--- config.mk ---
export PLATFORM = sky130hd
export DESIGN_NAME = rxd_ring_engine
export DESIGN_NICKNAME = d
export VERILOG_FILES = /design/src/rtl/rxd_pkg.sv /design/src/rtl/rxd_poll_timer.sv /design/src/rtl/rxd_frame_gate.sv /design/src/rtl/rxd_lane_writer.sv /design/src/rtl/rxd_ring_engine.sv
export SDC_FILE = /design/constraint.sdc
export NUM_CORES = 1
export LEC_CHECK = 0
export BUFFER_PORTS_ARGS = -buffer_cell sky130_fd_sc_hd__buf_2
export CORE_MARGIN = 10
export CORE_UTILIZATION = 25
export CTS_CLUSTER_SIZE = 28
export DETAILED_ROUTE_END_ITERATION = 12
export GPL_TIMING_DRIVEN = 0
export PLACE_DENSITY = 0.48
export SYNTH_ARGS = -nofsm -noshare
export SYNTH_HDL_FRONTEND = slang
export SYNTH_SLANG_ARGS = --single-unit
--- constraint.sdc ---
create_clock -name clk -period 7.02 [get_ports clk]
set_input_delay 1.404 -clock clk [delete_from_list [all_inputs] [get_ports clk]]
set_output_delay 1.404 -clock clk [all_outputs]
set_load 0.01 [all_outputs]
--- src/rtl/rxd_pkg.sv ---
package rxd_pkg;
   localparam int WORD_W        = 32;
   localparam int LANES         = WORD_W / 8;
   localparam int LANE_W        = $clog2(LANES);
   // parameter word layout
   localparam int PAR_HOLD_BIT  = 31;
   localparam int PAR_OFF_LSB   = 26;
   localparam int PAR_OFF_W     = 3;
   localparam int PAR_SIZE_W    = 22;
   // status word layout
   localparam int STAT_DONE_BIT = 31;
   localparam int STAT_SOF_BIT  = 30;
   localparam int STAT_EOF_BIT  = 29;
   localparam int STAT_CNT_W    = 17;
   // descriptor word offsets in bytes
   localparam int OFS_NEXT      = 4;
   localparam int OFS_BUF       = 8;
   localparam int OFS_STAT      = 12;

   typedef enum logic [3:0] {
      ST_IDLE, ST_RD_PAR, ST_CAP_PAR, ST_CAP_NXT, ST_CAP_BUF,
      ST_ARMED, ST_RECV, ST_WB, ST_HOLD
   } eng_state_t;
endpackage

--- src/rtl/rxd_poll_timer.sv ---
module rxd_poll_timer #(
   parameter int W = 8
) (
   input  logic         clk,
   input  logic         rst_n,
   input  logic         load,
   input  logic [W-1:0] load_val,
   output logic         expired
);
   logic [W-1:0] remain;

   always_ff @(posedge clk or negedge rst_n) begin
      if (!rst_n)              remain <= '0;
      else if (load)           remain <= load_val;
      else if (remain != '0)   remain <= remain - 1'b1;
   end

   assign expired = (remain == '0);

   assert_poll_countdown_R8: assert property (@(posedge clk) disable iff (!rst_n)
      (!load && remain != '0) |=> (remain == $past(remain) - 1'b1));
endmodule

--- src/rtl/rxd_frame_gate.sv ---
module rxd_frame_gate #(
   parameter int DROP_W = 16
) (
   input  logic              clk,
   input  logic              rst_n,
   input  logic              rx_valid,
   input  logic              rx_last,
   input  logic              armed,
   output logic              sof,
   output logic [DROP_W-1:0] drop_count
);
   logic mid_frame;

   assign sof = rx_valid && !mid_frame;

   always_ff @(posedge clk or negedge rst_n) begin
      if (!rst_n) begin
         mid_frame  <= 1'b0;
         drop_count <= '0;
      end else begin
         if (rx_valid)      mid_frame  <= !rx_last;
         if (sof && !armed) drop_count <= drop_count + 1'b1;
      end
   end

   assert_drop_step_R10: assert property (@(posedge clk) disable iff (!rst_n)
      (drop_count != $past(drop_count)) |-> (drop_count == $past(drop_count) + 1'b1));
endmodule

--- src/rtl/rxd_lane_writer.sv ---
module rxd_lane_writer import rxd_pkg::*; #(
   parameter int ADDR_W = 32
) (
   input  logic [ADDR_W-1:0]     buf_base,
   input  logic [PAR_OFF_W-1:0]  start_off,
   input  logic [PAR_SIZE_W-1:0] idx,
   input  logic [7:0]            din,
   output logic [ADDR_W-1:0]     word_addr,
   output logic [LANES-1:0]      be,
   output logic [WORD_W-1:0]     wdata
);
   logic [ADDR_W-1:0] byte_addr;

   assign byte_addr = buf_base + ADDR_W'(start_off) + ADDR_W'(idx);
   assign word_addr = {byte_addr[ADDR_W-1:LANE_W], LANE_W'(0)};

   for (genvar g = 0; g < LANES; g++) begin : g_lane
      assign be[g]          = (byte_addr[LANE_W-1:0] == LANE_W'(g));
      assign wdata[8*g +: 8] = din;
   end
endmodule

--- src/rtl/rxd_ring_engine.sv ---
module rxd_ring_engine import rxd_pkg::*; #(
   parameter int ADDR_W     = 32,
   parameter int POLL_W     = 8,
   parameter int DROP_W     = 16,
   parameter int POLL_RESET = 7
) (
   input  logic              clk,
   input  logic              rst_n,
   input  logic              run,
   input  logic [ADDR_W-1:0] ring_base,
   input  logic              poll_wr,
   input  logic [POLL_W-1:0] poll_din,
   input  logic              rx_valid,
   input  logic [7:0]        rx_data,
   input  logic              rx_last,
   output logic              mem_req,
   output logic              mem_we,
   output logic [ADDR_W-1:0] mem_addr,
   output logic [LANES-1:0]  mem_be,
   output logic [WORD_W-1:0] mem_wdata,
   input  logic [WORD_W-1:0] mem_rdata,
   output logic [DROP_W-1:0] drop_count
);
   if (ADDR_W != WORD_W) begin : g_bad_addr
      $error("ADDR_W must equal the descriptor word width");
   end
   if (POLL_RESET >= (1 << POLL_W)) begin : g_bad_poll
      $error("POLL_RESET does not fit in POLL_W bits");
   end
   if (DROP_W < 1) begin : g_bad_drop
      $error("DROP_W must be at least 1");
   end

   eng_state_t            state;
   logic [ADDR_W-1:0]     cur_desc, nxt_desc, buf_ptr;
   logic [PAR_OFF_W-1:0]  buf_off;
   logic [PAR_SIZE_W-1:0] buf_max, byte_cnt;
   logic                  trunc;
   logic [POLL_W-1:0]     poll_reg;
   logic                  sof, accept, store, held, tmr_load, tmr_done;
   logic [ADDR_W-1:0]     lw_addr;
   logic [LANES-1:0]      lw_be;
   logic [WORD_W-1:0]     lw_data, stat_word;

   assign held     = mem_rdata[PAR_HOLD_BIT];
   assign tmr_load = (state == ST_CAP_PAR) && held;
   assign accept   = rx_valid && (((state == ST_ARMED) && sof) || (state == ST_RECV));
   assign store    = accept && (byte_cnt < buf_max);

   rxd_frame_gate #(.DROP_W(DROP_W)) u_gate (
      .clk(clk), .rst_n(rst_n), .rx_valid(rx_valid), .rx_last(rx_last),
      .armed(state == ST_ARMED), .sof(sof), .drop_count(drop_count));

   rxd_poll_timer #(.W(POLL_W)) u_timer (
      .clk(clk), .rst_n(rst_n), .load(tmr_load), .load_val(poll_reg),
      .expired(tmr_done));

   rxd_lane_writer #(.ADDR_W(ADDR_W)) u_lanes (
      .buf_base(buf_ptr), .start_off(buf_off), .idx(byte_cnt), .din(rx_data),
      .word_addr(lw_addr), .be(lw_be), .wdata(lw_data));

   always_comb begin
      stat_word                   = '0;
      stat_word[STAT_DONE_BIT]    = 1'b1;
      stat_word[STAT_SOF_BIT]     = 1'b1;
      stat_word[STAT_EOF_BIT]     = !trunc;
      stat_word[STAT_CNT_W-1:0]   = byte_cnt[STAT_CNT_W-1:0];
   end

   always_comb begin
      mem_req   = 1'b0;
      mem_we    = 1'b0;
      mem_addr  = '0;
      mem_be    = '0;
      mem_wdata = '0;
      unique case (state)
         ST_RD_PAR: begin
            mem_req  = 1'b1;
            mem_addr = cur_desc;
         end
         ST_CAP_PAR: if (!held) begin
            mem_req  = 1'b1;
            mem_addr = cur_desc + ADDR_W'(OFS_NEXT);
         end
         ST_CAP_NXT: begin
            mem_req  = 1'b1;
            mem_addr = cur_desc + ADDR_W'(OFS_BUF);
         end
         ST_ARMED, ST_RECV: if (store) begin
            mem_req   = 1'b1;
            mem_we    = 1'b1;
            mem_addr  = lw_addr;
            mem_be    = lw_be;
            mem_wdata = lw_data;
         end
         ST_WB: begin
            mem_req   = 1'b1;
            mem_we    = 1'b1;
            mem_addr  = cur_desc + ADDR_W'(OFS_STAT);
            mem_be    = '1;
            mem_wdata = stat_word;
         end
         default: ;
      endcase
   end

   always_ff @(posedge clk or negedge rst_n) begin
      if (!rst_n) begin
         state    <= ST_IDLE;
         cur_desc <= '0;
         nxt_desc <= '0;
         buf_ptr  <= '0;
         buf_off  <= '0;
         buf_max  <= '0;
         byte_cnt <= '0;
         trunc    <= 1'b0;
         poll_reg <= POLL_W'(POLL_RESET);
      end else begin
         if (poll_wr) poll_reg <= poll_din;
         if (accept) begin
            if (store) byte_cnt <= byte_cnt + 1'b1;
            else       trunc    <= 1'b1;
         end
         unique case (state)
            ST_IDLE: if (run) begin
               cur_desc <= ring_base;
               state    <= ST_RD_PAR;
            end
            ST_RD_PAR: state <= ST_CAP_PAR;
            ST_CAP_PAR: begin
               buf_off <= mem_rdata[PAR_OFF_LSB +: PAR_OFF_W];
               buf_max <= mem_rdata[PAR_SIZE_W-1:0];
               state   <= held ? ST_HOLD : ST_CAP_NXT;
            end
            ST_CAP_NXT: begin
               nxt_desc <= mem_rdata[ADDR_W-1:0];
               state    <= ST_CAP_BUF;
            end
            ST_CAP_BUF: begin
               buf_ptr  <= mem_rdata[ADDR_W-1:0];
               byte_cnt <= '0;
               trunc    <= 1'b0;
               state    <= ST_ARMED;
            end
            ST_ARMED: begin
               if (accept)    state <= rx_last ? ST_WB : ST_RECV;
               else if (!run) state <= ST_IDLE;
            end
            ST_RECV: if (accept && rx_last) state <= ST_WB;
            ST_WB: begin
               cur_desc <= nxt_desc;
               state    <= run ? ST_RD_PAR : ST_IDLE;
            end
            ST_HOLD: begin
               if (!run)          state <= ST_IDLE;
               else if (tmr_done) state <= ST_RD_PAR;
            end
            default: state <= ST_IDLE;
         endcase
      end
   end

   assert_hold_quiet_R8: assert property (@(posedge clk) disable iff (!rst_n)
      (state == ST_HOLD) |-> !mem_req);
   assert_follow_next_R7: assert property (@(posedge clk) disable iff (!rst_n)
      (state == ST_WB && run) |=> (mem_req && !mem_we && mem_addr == $past(nxt_desc)));
   assert_status_after_last_R4: assert property (@(posedge clk) disable iff (!rst_n)
      (mem_req && mem_we && mem_be == '1) |-> $past(rx_valid && rx_last));
   assert_stop_quiet_R11: assert property (@(posedge clk) disable iff (!rst_n)
      (state == ST_IDLE) |-> !mem_req);
   assert_trunc_sticky_R6: assert property (@(posedge clk) disable iff (!rst_n)
      (state == ST_RECV && $past(trunc)) |-> trunc);
endmodule

**Word level (Yosys, flattened, before mapping)**

Index checks and enable logic that the tools add are counted.

- Logic and storage cells: 94
- Register bits after elaboration: 181
- Output and inout port bits: 86
- Input port bits: 86

- $add $sub $neg: 8
- Magnitude comparators: 1
- Mux-type cells: 31
- Reductions and logical operators: 26
- Eq/ne operators: 16

Operator list:

| kind | number |
|---|---|
| case mux 32 bit (5 select lines) | 1 |
| 2-to-1 mux 32 bit | 4 |
| case mux 32 bit (2 select lines) | 2 |
| 2-to-1 mux 22 bit | 3 |
| adder 32 x 4 -> 32 bit, second input constant | 2 |
| case mux 4 bit (9 select lines) | 1 |
| adder 32 x 22 -> 32 bit | 1 |
| adder 32 x 3 -> 32 bit | 1 |
| adder 32 x 3 -> 32 bit, second input constant | 1 |
| 2-to-1 mux 4 bit | 8 |
| adder 22 x 1 -> 22 bit, second input constant | 1 |
| < comparator 22 bit | 1 |
| adder 16 x 1 -> 16 bit, second input constant | 1 |
| equality test 4 x 3 -> 1 bit, second input constant | 4 |
| 2-to-1 mux 8 bit | 2 |
| equality test 4 x 2 -> 1 bit, second input constant | 2 |
| logical NOT 8 bit | 1 |
| case mux 4 bit (2 select lines) | 1 |
| nonzero test 2 bit | 4 |
| nonzero test 8 bit | 1 |
| subtractor 8 x 1 -> 8 bit, second input constant | 1 |
| logical AND 1 bit | 7 |
| 2-to-1 mux 1 bit | 7 |
| != test 3 bit, second input constant | 2 |
| 16 further kinds | 23 |

**Depth between registers and ports, before layout**

Gate-level depths: netlist of run 1.

- Depth after elaboration: 9
- Mapped depth: 13
- Gate-level depth less buffers: 11

**Modules after synthesis**

A second synthesis of run 1 with hierarchy kept.

- Cell total of the unflattened synthesis: 1522
- Area, all modules: 12455.7 um^2

By module, submodules not included:

| module | times used | area an instance (um^2) | seq. area each (um^2) | cells an instance |
|---|---|---|---|---|
| rxd_ring_engine | 1 | 9367.7 | 3907.5 | 1171 |
| rxd_lane_writer | 1 | 1858.0 | 0.0 | 236 |
| rxd_frame_gate | 1 | 753.2 | 425.4 | 61 |
| rxd_poll_timer | 1 | 476.7 | 200.2 | 54 |

**Worst setup path after synthesis of run 1**

OpenSTA, ideal clock, no wires.

- Path kind: register -> output
- From: register byte_cnt[1]
- To: output port mem_addr[27]
- Path slack: 2150 ps
- Stages on the path, launching flop included: 13
- Arrival time: 3466 ps
- Buffers on the path: 1
- Required time: 5616 ps
- Cells stage by stage: dfrtp_1 fa_1 ha_1 fa_1 a211oi_1 nor2_1 o31ai_1 a21oi_1 or4b_4 and2_0 clkbuf_2 o31a_1 o21ai_1

- Longest elaborated chain between the ends: 4
- Elaborated cells between the ends (all ways): 5
- Classes of those cells: add/sub: 1; order compare: 1; mux: 2; reduce/logical: 1

RTL lines:

| element | RTL line | text |
|---|---|---|
| start: declaration | rxd_ring_engine.sv:37 | `logic [PAR_SIZE_W-1:0] buf_max, byte_cnt;` |
| start signal: assignment | rxd_ring_engine.sv:121 | `if (store) byte_cnt <= byte_cnt + 1'b1;` |
| parallel branches: the longest is 2 deep, another holds adder 32 x 22 -> 32 bit | n/a |  |
| 2-to-1 mux 32 bit (*) | rxd_ring_engine.sv:89 | `ST_ARMED, ST_RECV: if (store) begin` |
| case mux 32 bit (5 select lines) (*) | rxd_ring_engine.sv:76 | `unique case (state)` |
| end: declaration | rxd_ring_engine.sv:18 | `output logic [ADDR_W-1:0] mem_addr,` |

Every way passes the cells marked *.

**Worst setup path after layout of run 1**

- From: register byte_cnt[1]
- To: output port mem_addr[29]

The elaborated chain is that of the path after synthesis.

==> flow_summary.json, run 1 <==
{
  "status": "completed",
  "max_cap_violations": 0,
  "worstPathArrival_ps": 4870,
  "fin_crit_sh": 0.893,
  "reg2reg_depth": 9,
  "combPwrFrac": 0.522,
  "areaGrowthSynthToFinish_pct": 19.3,
  "holdPathStages": 1,
  "worstReg2RegStart": "byte_cnt[4]",
  "cts_tree": "built",
  "seqPwrFrac": 0.300,
  "synthArstFlopShare": 1.00,
  "final_cell_area_um2": 14300,
  "wl_mm": 49.9,
  "placed_area_um2": 13600,
  "reg.largest.list": "buf_ptr: 32 flops, cur_desc: 32 flops, nxt_desc: 32 flops",
  "fin_tns_setup_ps": 0,
  "wire_per_inst_um": 22.1,
  "worstHoldStart": "u_gate.drop_count[15]",
  "synth.avg_cell_area_um2": 8.31,
  "portBuffers": 170,
  "cpPeakStageDelay_ps": 660,
  "switching_share": 0.477,
  "overflow": 0,
  "place.gp.congestion": 0.958,
  "drt-vias-per-instance": 5.15,
  "power.density_nw_per_um2": 422,
  "placeableCoreArea_um2": 47400,
  "drtIter0Drc": 957,
  "synthTopCellsByArea": "dfrtp_1, nand2_1, ha_1, mux2_2, nor2_1",
  "synth-edff-count": 0,
  "row_count": 80,
  "final_layout_size_suffix_gt1_frac": 0.164,
  "finClkSkew_ps": 10.0,
  "cts.htree.levels": 4,
  "endpoint_kind": "output pin",
  "postCtsSetupBuffers": 0,
  "synthTopCellsByCount": "nand2_1, dfrtp_1, nor2_1",
  "p_leak_nw": 6.66,
  "clk_pin_slew_worst_paths_ps": 80,
  "startpoint_type": "flip-flop",
  "initial_core_util": 0.252,
  "drc_errors": 0,
  "period_needed_ps": 6270,
  "worst_slew_pin_slew_ps": 1450,
  "ys_seq_area_frac": 0.379,
  "cts_resized": 0,
  "grt.total_usage": 0.175,
  "synth_flop_cell": "dfrtp_1",
  "hold_violations": 0,
  "clock.fmax_ghz": 0.159,
  "dr_total_vias": 11600,
  "synth_fp_nets": 1597,
  "clockPowerShare": 0.178,
  "crit_top_cell": "fa_1",
  "die_w_um": 239,
  "synth_seq_cells": 181,
  "cts_made_buffers": 17,
  "cts_hold_buf": 0,
  "hold_path.class": "flip-flop to flip-flop",
  "clock_path_buffers": 2,
  "cp_slowest_cell": "dfrtp_1",
  "slew_headroom": 0.0172,
  "grt_pass1_vias": 11600,
  "criticalPathCategory": "flip-flop to output pin",
  "drt-pass1-iter-count": 6,
  "root_buffer": "clkbuf_16",
  "postRouteAntennaNets": 0,
  "cp_max_fo": 6,
  "vdd_drop_max_mv": 0.210,
  "p_sw_w": 0.00287,
  "slew_viol_final": 0,
  "io-pin-count": 172,
  "antenna_found_initial": 0,
  "cp_data_required_time_ps": 5620,
  "fin_nets": 1789,
  "rsz0062_at_grt": "no",
  "clock_latency_ps": 500,
  "total_power_w": 0.00601,
  "grt_max_degree": 113,
  "synth_top_area_cell": "dfrtp_1",
  "synth.distinct_cells": 71,
  "grt_pass1_wl_mm": 74.6,
  "crit_chain": "fa_1 > ha_1 > fa_1 > a211oi_1 > nor2_1 > o31ai_1 > a21oi_1 > or4b_4 > and2_0 > clkbuf_2 > o31a_1 > o21ai_1 > buf_2",
  "ys.warnings.count": 0,
  "cts_num_sinks": 181,
  "diodes": 0,
  "dieArea_um2": 56900,
  "die_h_um": 239,
  "setup_violations": 0,
  "cell_internal_pwr_w": 0.00315,
  "crit_path_start": "byte_cnt[1]",
  "place_hpwl_mm": 39.1,
  "synth_top_area_frac": 0.373,
  "syn_area_um2": 11900,
  "post-synth-top-count-cell": "nand2_1",
  "synthCells": 1437
}
==> metrics by stage <==
| stage | setup WS [ps] | util | std cells | hold WS, ps |
|---|---|---|---|---|
| 5_1_grt | 523 | 0.300 | 2257 | 502 |
| 3_3_place_gp | 1050 | 0.286 | 2222 | 457 |
| 6_report | 748 | 0.300 | 2257 | 467 |
| 2_1_floorplan | 2150 | - | 1437 | 445 |
| 3_5_place_dp | 1150 | 0.287 | 2225 | 462 |
| 4_1_cts | 692 | 0.300 | 2257 | 475 |
==> placed cells by master, fill, tap and decap left out, drive strengths merged, types with 8 or more instances in the layout <==
| cell | netlist | layout |
|---|---|---|
| a31oi | 48 | 48 |
| o21ai | 83 | 83 |
| clkbuf | 66 | 86 |
| buf | 12 | 185 |
| and2 | 11 | 11 |
| and3 | 19 | 19 |
| o31ai | 9 | 9 |
| nor2 | 120 | 120 |
| nor3 | 23 | 23 |
| xnor2 | 35 | 35 |
| and4 | 13 | 13 |
| a221oi | 8 | 8 |
| a21oi | 77 | 77 |
| a21o | 20 | 20 |
| inv | 45 | 48 |
| ha | 70 | 70 |
| nand4 | 23 | 23 |
| nand2 | 304 | 304 |
| nand2b | 8 | 8 |
| nand3 | 51 | 51 |
| o22ai | 12 | 12 |
| mux2 | 45 | 45 |
| o221ai | 12 | 12 |
| nor4 | 12 | 12 |
| a211oi | 9 | 9 |
| dfrtp | 178 | 178 |
| or3 | 14 | 14 |
| xor2 | 28 | 28 |
==> power by group through the flow <==
| stage | clock (W) | combinational (W) | sequential (W) |
|---|---|---|---|
| floorplan | 0 | 0.00199 | 0.00170 |
| global placement | 0 | 0.00310 | 0.00182 |
| detailed placement | 0 | 0.00312 | 0.00182 |
| CTS | 0.00110 | 0.00314 | 0.00180 |
| global route | 0.00114 | 0.00347 | 0.00186 |
| finish | 0.00107 | 0.00314 | 0.00180 |
==> cell families after synthesis <==
family | synth area share
DFF | 0.379
buffers and inverters | 0.0413
xor gates and xnor gates | 0.0462
adders and majority gates | 0.0800
muxes | 0.0441
and+or+nand+nor | 0.236
AOI/OAI and AO/OA | 0.173
==> layout make-up <==
| class | instances | area, µm² |
|---|---|---|
| Timing Repair Buffer | 173 | 911 |
| Multi-Input combinational cell | 1132 | 6930 |
| Clock buffer | 20 | 447 |
| Sequential cell | 181 | 4530 |
| Clock inverter | 12 | 171 |
| Fill cell | 5107 | 33200 |
| Inverter | 46 | 173 |
| Buffer | 78 | 320 |
| Tap cell | 615 | 769 |
==> path summary, 6_finish.rpt <==
kind	endpoint	slack, ps
max in group asynchronous	buf_ptr[28]	5160
hold / removal	u_gate.drop_count[15]	470
hold reg to reg	u_gate.drop_count[15]	470
min in group asynchronous	u_gate.drop_count[13]	870
setup reg to reg	byte_cnt[20]	3230
setup / recovery	mem_addr[29]	750
==> critical path: cells and delay by family (launching register included) <==
family          cells  cell delay, ps
compound gates      5            1350
fa+ha+maj           3            1180
simple gates        3             830
flops               1             660
buf+inv             2             340
==> per-layer routing <==
metal	share of wire	up-vias	GRT usage
li1	-	5514	-
met1	0.44	5597	0.219
met3	0.058	76	0.0365
met4	0.032	0	0.0777
met2	0.47	433	0.286
met5	0	-	0
No activity file was read; power rests on OpenSTA's default activity.
==> run 2: changes to the inputs <==
Settings changed: ABC_AREA set to 1.
==> flow_summary.json, run 2 <==
{
  "place.gp.congestion": 0.913,
  "setup_violations": 0,
  "synth-edff-count": 0,
  "startpoint_type": "flip-flop",
  "final_layout_size_suffix_gt1_frac": 0.109,
  "p_leak_nw": 8.58,
  "clock_latency_ps": 460,
  "r2r-end": "cur_desc[28]",
  "ys_seq_area_frac": 0.329,
  "syn_area_um2": 13800,
  "hold_path.class": "flip-flop to flip-flop",
  "diodes": 0,
  "slew_viol_final": 0,
  "cp_max_fo": 7,
  "status": "completed",
  "synth.distinct_cells": 42,
  "synth_flop_cell": "dfrtp_1",
  "placeableCoreArea_um2": 54900,
  "clock_path_buffers": 2,
  "crit_top_cell": "nand3_1",
  "synthTopCellsByArea": "dfrtp_1, nand2_1, inv_1, ha_1, nand3_1",
  "cpPeakStageDelay_ps": 570,
  "grt_pass1_vias": 14400,
  "nFillCells": 6195,
  "post-synth-top-count-cell": "nand2_1",
  "pre_cts_slack_ps": 1910,
  "slew_headroom": 0.360,
  "fin_util": 0.294,
  "cp_slowest_cell": "dfrtp_1",
  "worst_slew_pin_slew_ps": 953,
  "place_hpwl_mm": 48.2,
  "max_cap_violations": 0,
  "portBuffers": 170,
  "die_w_um": 255,
  "ff_latch_area_um2": 4530,
  "holdPathEnd": "nxt_desc[28]",
  "critPathBufInv": 1,
  "grt_pass1_wl_mm": 88.7,
  "grt.total_usage": 0.182,
  "worstReg2RegStart": "state[3]",
  "holdPathStages": 2,
  "root_buffer": "clkbuf_16",
  "synthArstFlopShare": 1.00,
  "cp_top_family": "adder cells",
  "synthCells": 2131,
  "postCtsSetupBuffers": 0,
  "overflow": 0,
  "final_cell_area_um2": 16100,
  "multi_input_area_um2": 7890,
  "postRouteAntennaNets": 0,
  "cts_resized": 0,
  "drt-vias-per-instance": 4.78,
  "final_common_cell": "nand2_1",
  "criticalPathCategory": "flip-flop to output pin",
  "period_needed_ps": 5330,
  "cp_data_required_time_ps": 5620,
  "crit_chain": "fa_1 > ha_1 > fa_1 > nand3_1 > nand3_1 > nand3_1 > nand3b_1 > xnor2_1 > o21ai_0 > buf_2",
  "ys.warnings.count": 0,
  "clk_pin_slew_worst_paths_ps": 70,
  "rsz0062_at_grt": "no",
  "dieArea_um2": 64900,
  "die_h_um": 255,
  "reg.largest.list": "buf_ptr: 32 flops, cur_desc: 32 flops, nxt_desc: 32 flops",
  "grt_max_degree": 113,
  "row_count": 86,
  "areaGrowthSynthToFinish_pct": 17.1,
  "total_power_w": 0.00589,
  "most-common-layout-cells": "nand2_1, inv_1, nor2_1",
  "drtIter0Drc": 950,
  "synth_fp_nets": 2291,
  "regToRegSetupSlack_ps": 4290,
  "cts.htree.levels": 4,
  "wire_per_inst_um": 19.4,
  "finClkSkew_ps": 11.5,
  "cts_hold_buf": 0,
  "synthTopCellsByCount": "nand2_1, inv_1, nor2_1",
  "worstHoldStart": "nxt_desc[28]",
  "cts_made_buffers": 17,
  "drt-pass1-iter-count": 5,
  "fin_crit_sh": 0.759,
  "drc_errors": 0,
  "wl_mm": 58.9,
  "synth_seq_cells": 181,
  "initial_core_util": 0.251,
  "clock.fmax_ghz": 0.188,
  "synth_top_area_frac": 0.323,
  "fin_tns_setup_ps": 0,
  "io-pin-count": 172,
  "power.density_nw_per_um2": 365,
  "vdd_drop_max_mv": 0.191,
  "cts_num_sinks": 181,
  "reg2reg_depth": 7,
  "endpoint_kind": "output pin",
  "fin_nets": 2481,
  "cts_tree": "built",
  "dr_total_vias": 14500,
  "worstPathArrival_ps": 3920,
  "hold_violations": 0,
  "placed_area_um2": 15600,
  "antenna_found_initial": 3,
  "synth.avg_cell_area_um2": 6.47,
  "synth_top_area_cell": "dfrtp_1",
  "timing.final.ws_setup_ps": 1690
}
-- run 2: changes by cell type in the layout (fill, tap and decap cells not counted), sizes merged, moves of 21 or more --
cell | before | now
a21oi | 77 | 44
nand2 | 304 | 730
nand3b | 2 | 24
mux2 | 45 | 6
clkbuf | 86 | 60
nor2 | 120 | 211
xnor2 | 35 | 14
nand3 | 51 | 174
inv | 48 | 280
o21ai | 83 | 169
-- run 2: worst min-delay path, delay by kind of cell, from the launching register on --
kind / cells / cell delay, ps
and+or+nand+nor: 1 / 50
DFF: 1 / 340
AOI/OAI and AO/OA: 1 / 60
-- run 2: worst max-delay path by stage --
| stage | cells after the start | endpoint | slack, ps | startpoint |
|---|---|---|---|---|
| after floorplan | 11 | mem_wdata[25] | 2900 | rx_valid |
| after global placement | 1 | cur_desc[4] | 1320 | rst_n |
| after detailed placement | 10 | mem_addr[18] | 1910 | mem_rdata[31] |
| after CTS | 10 | mem_addr[13] | 1720 | byte_cnt[1] |
| after global routing | 10 | mem_addr[13] | 1570 | byte_cnt[1] |
| final | 10 | mem_addr[13] | 1690 | byte_cnt[1] |
-- run 2: logic make-up after synthesis --
group | after synthesis | share of synthesized area
AOI/OAI and AO/OA | 278 | 0.109
xor gates and xnor gates | 44 | 0.0280
buffers and inverters | 346 | 0.0986
and+or+nand+nor | 1202 | 0.361
DFF | 181 | 0.329
muxes | 6 | 0.00490
adders and majority gates | 74 | 0.0694
-- run 2: where the power goes --
part           switching, W  internal, W
sequential         0.000411      0.00145
clock              0.000458     0.000523
combinational       0.00209     0.000962
-- run 2: area by class of cell --
cell class	instances	area share
Buffer	71	0.0202
Clock buffer	21	0.0292
Clock inverter	11	0.00698
Inverter	275	0.0640
Multi-Input combinational cell	1604	0.489
Sequential cell	181	0.281
Tap cell	704	0.0546
Timing Repair Buffer	171	0.0551
-- run 2: metal layers --
metal,track usage,vias up,wire (µm)
met4,0.0595,6,1540
met2,0.319,351,29200
met3,0.0281,77,2680
met1,0.224,6862,25500
met5,0,-,44
li1,-,7215,-
-- run 2: per-stage QoR --
step | hold slack [ps] | cells
finish | 487 | 3038
global route | 514 | 3038
CTS | 489 | 3038
detailed placement | 474 | 3006
global placement | 468 | 3005
floorplan | 450 | 2131
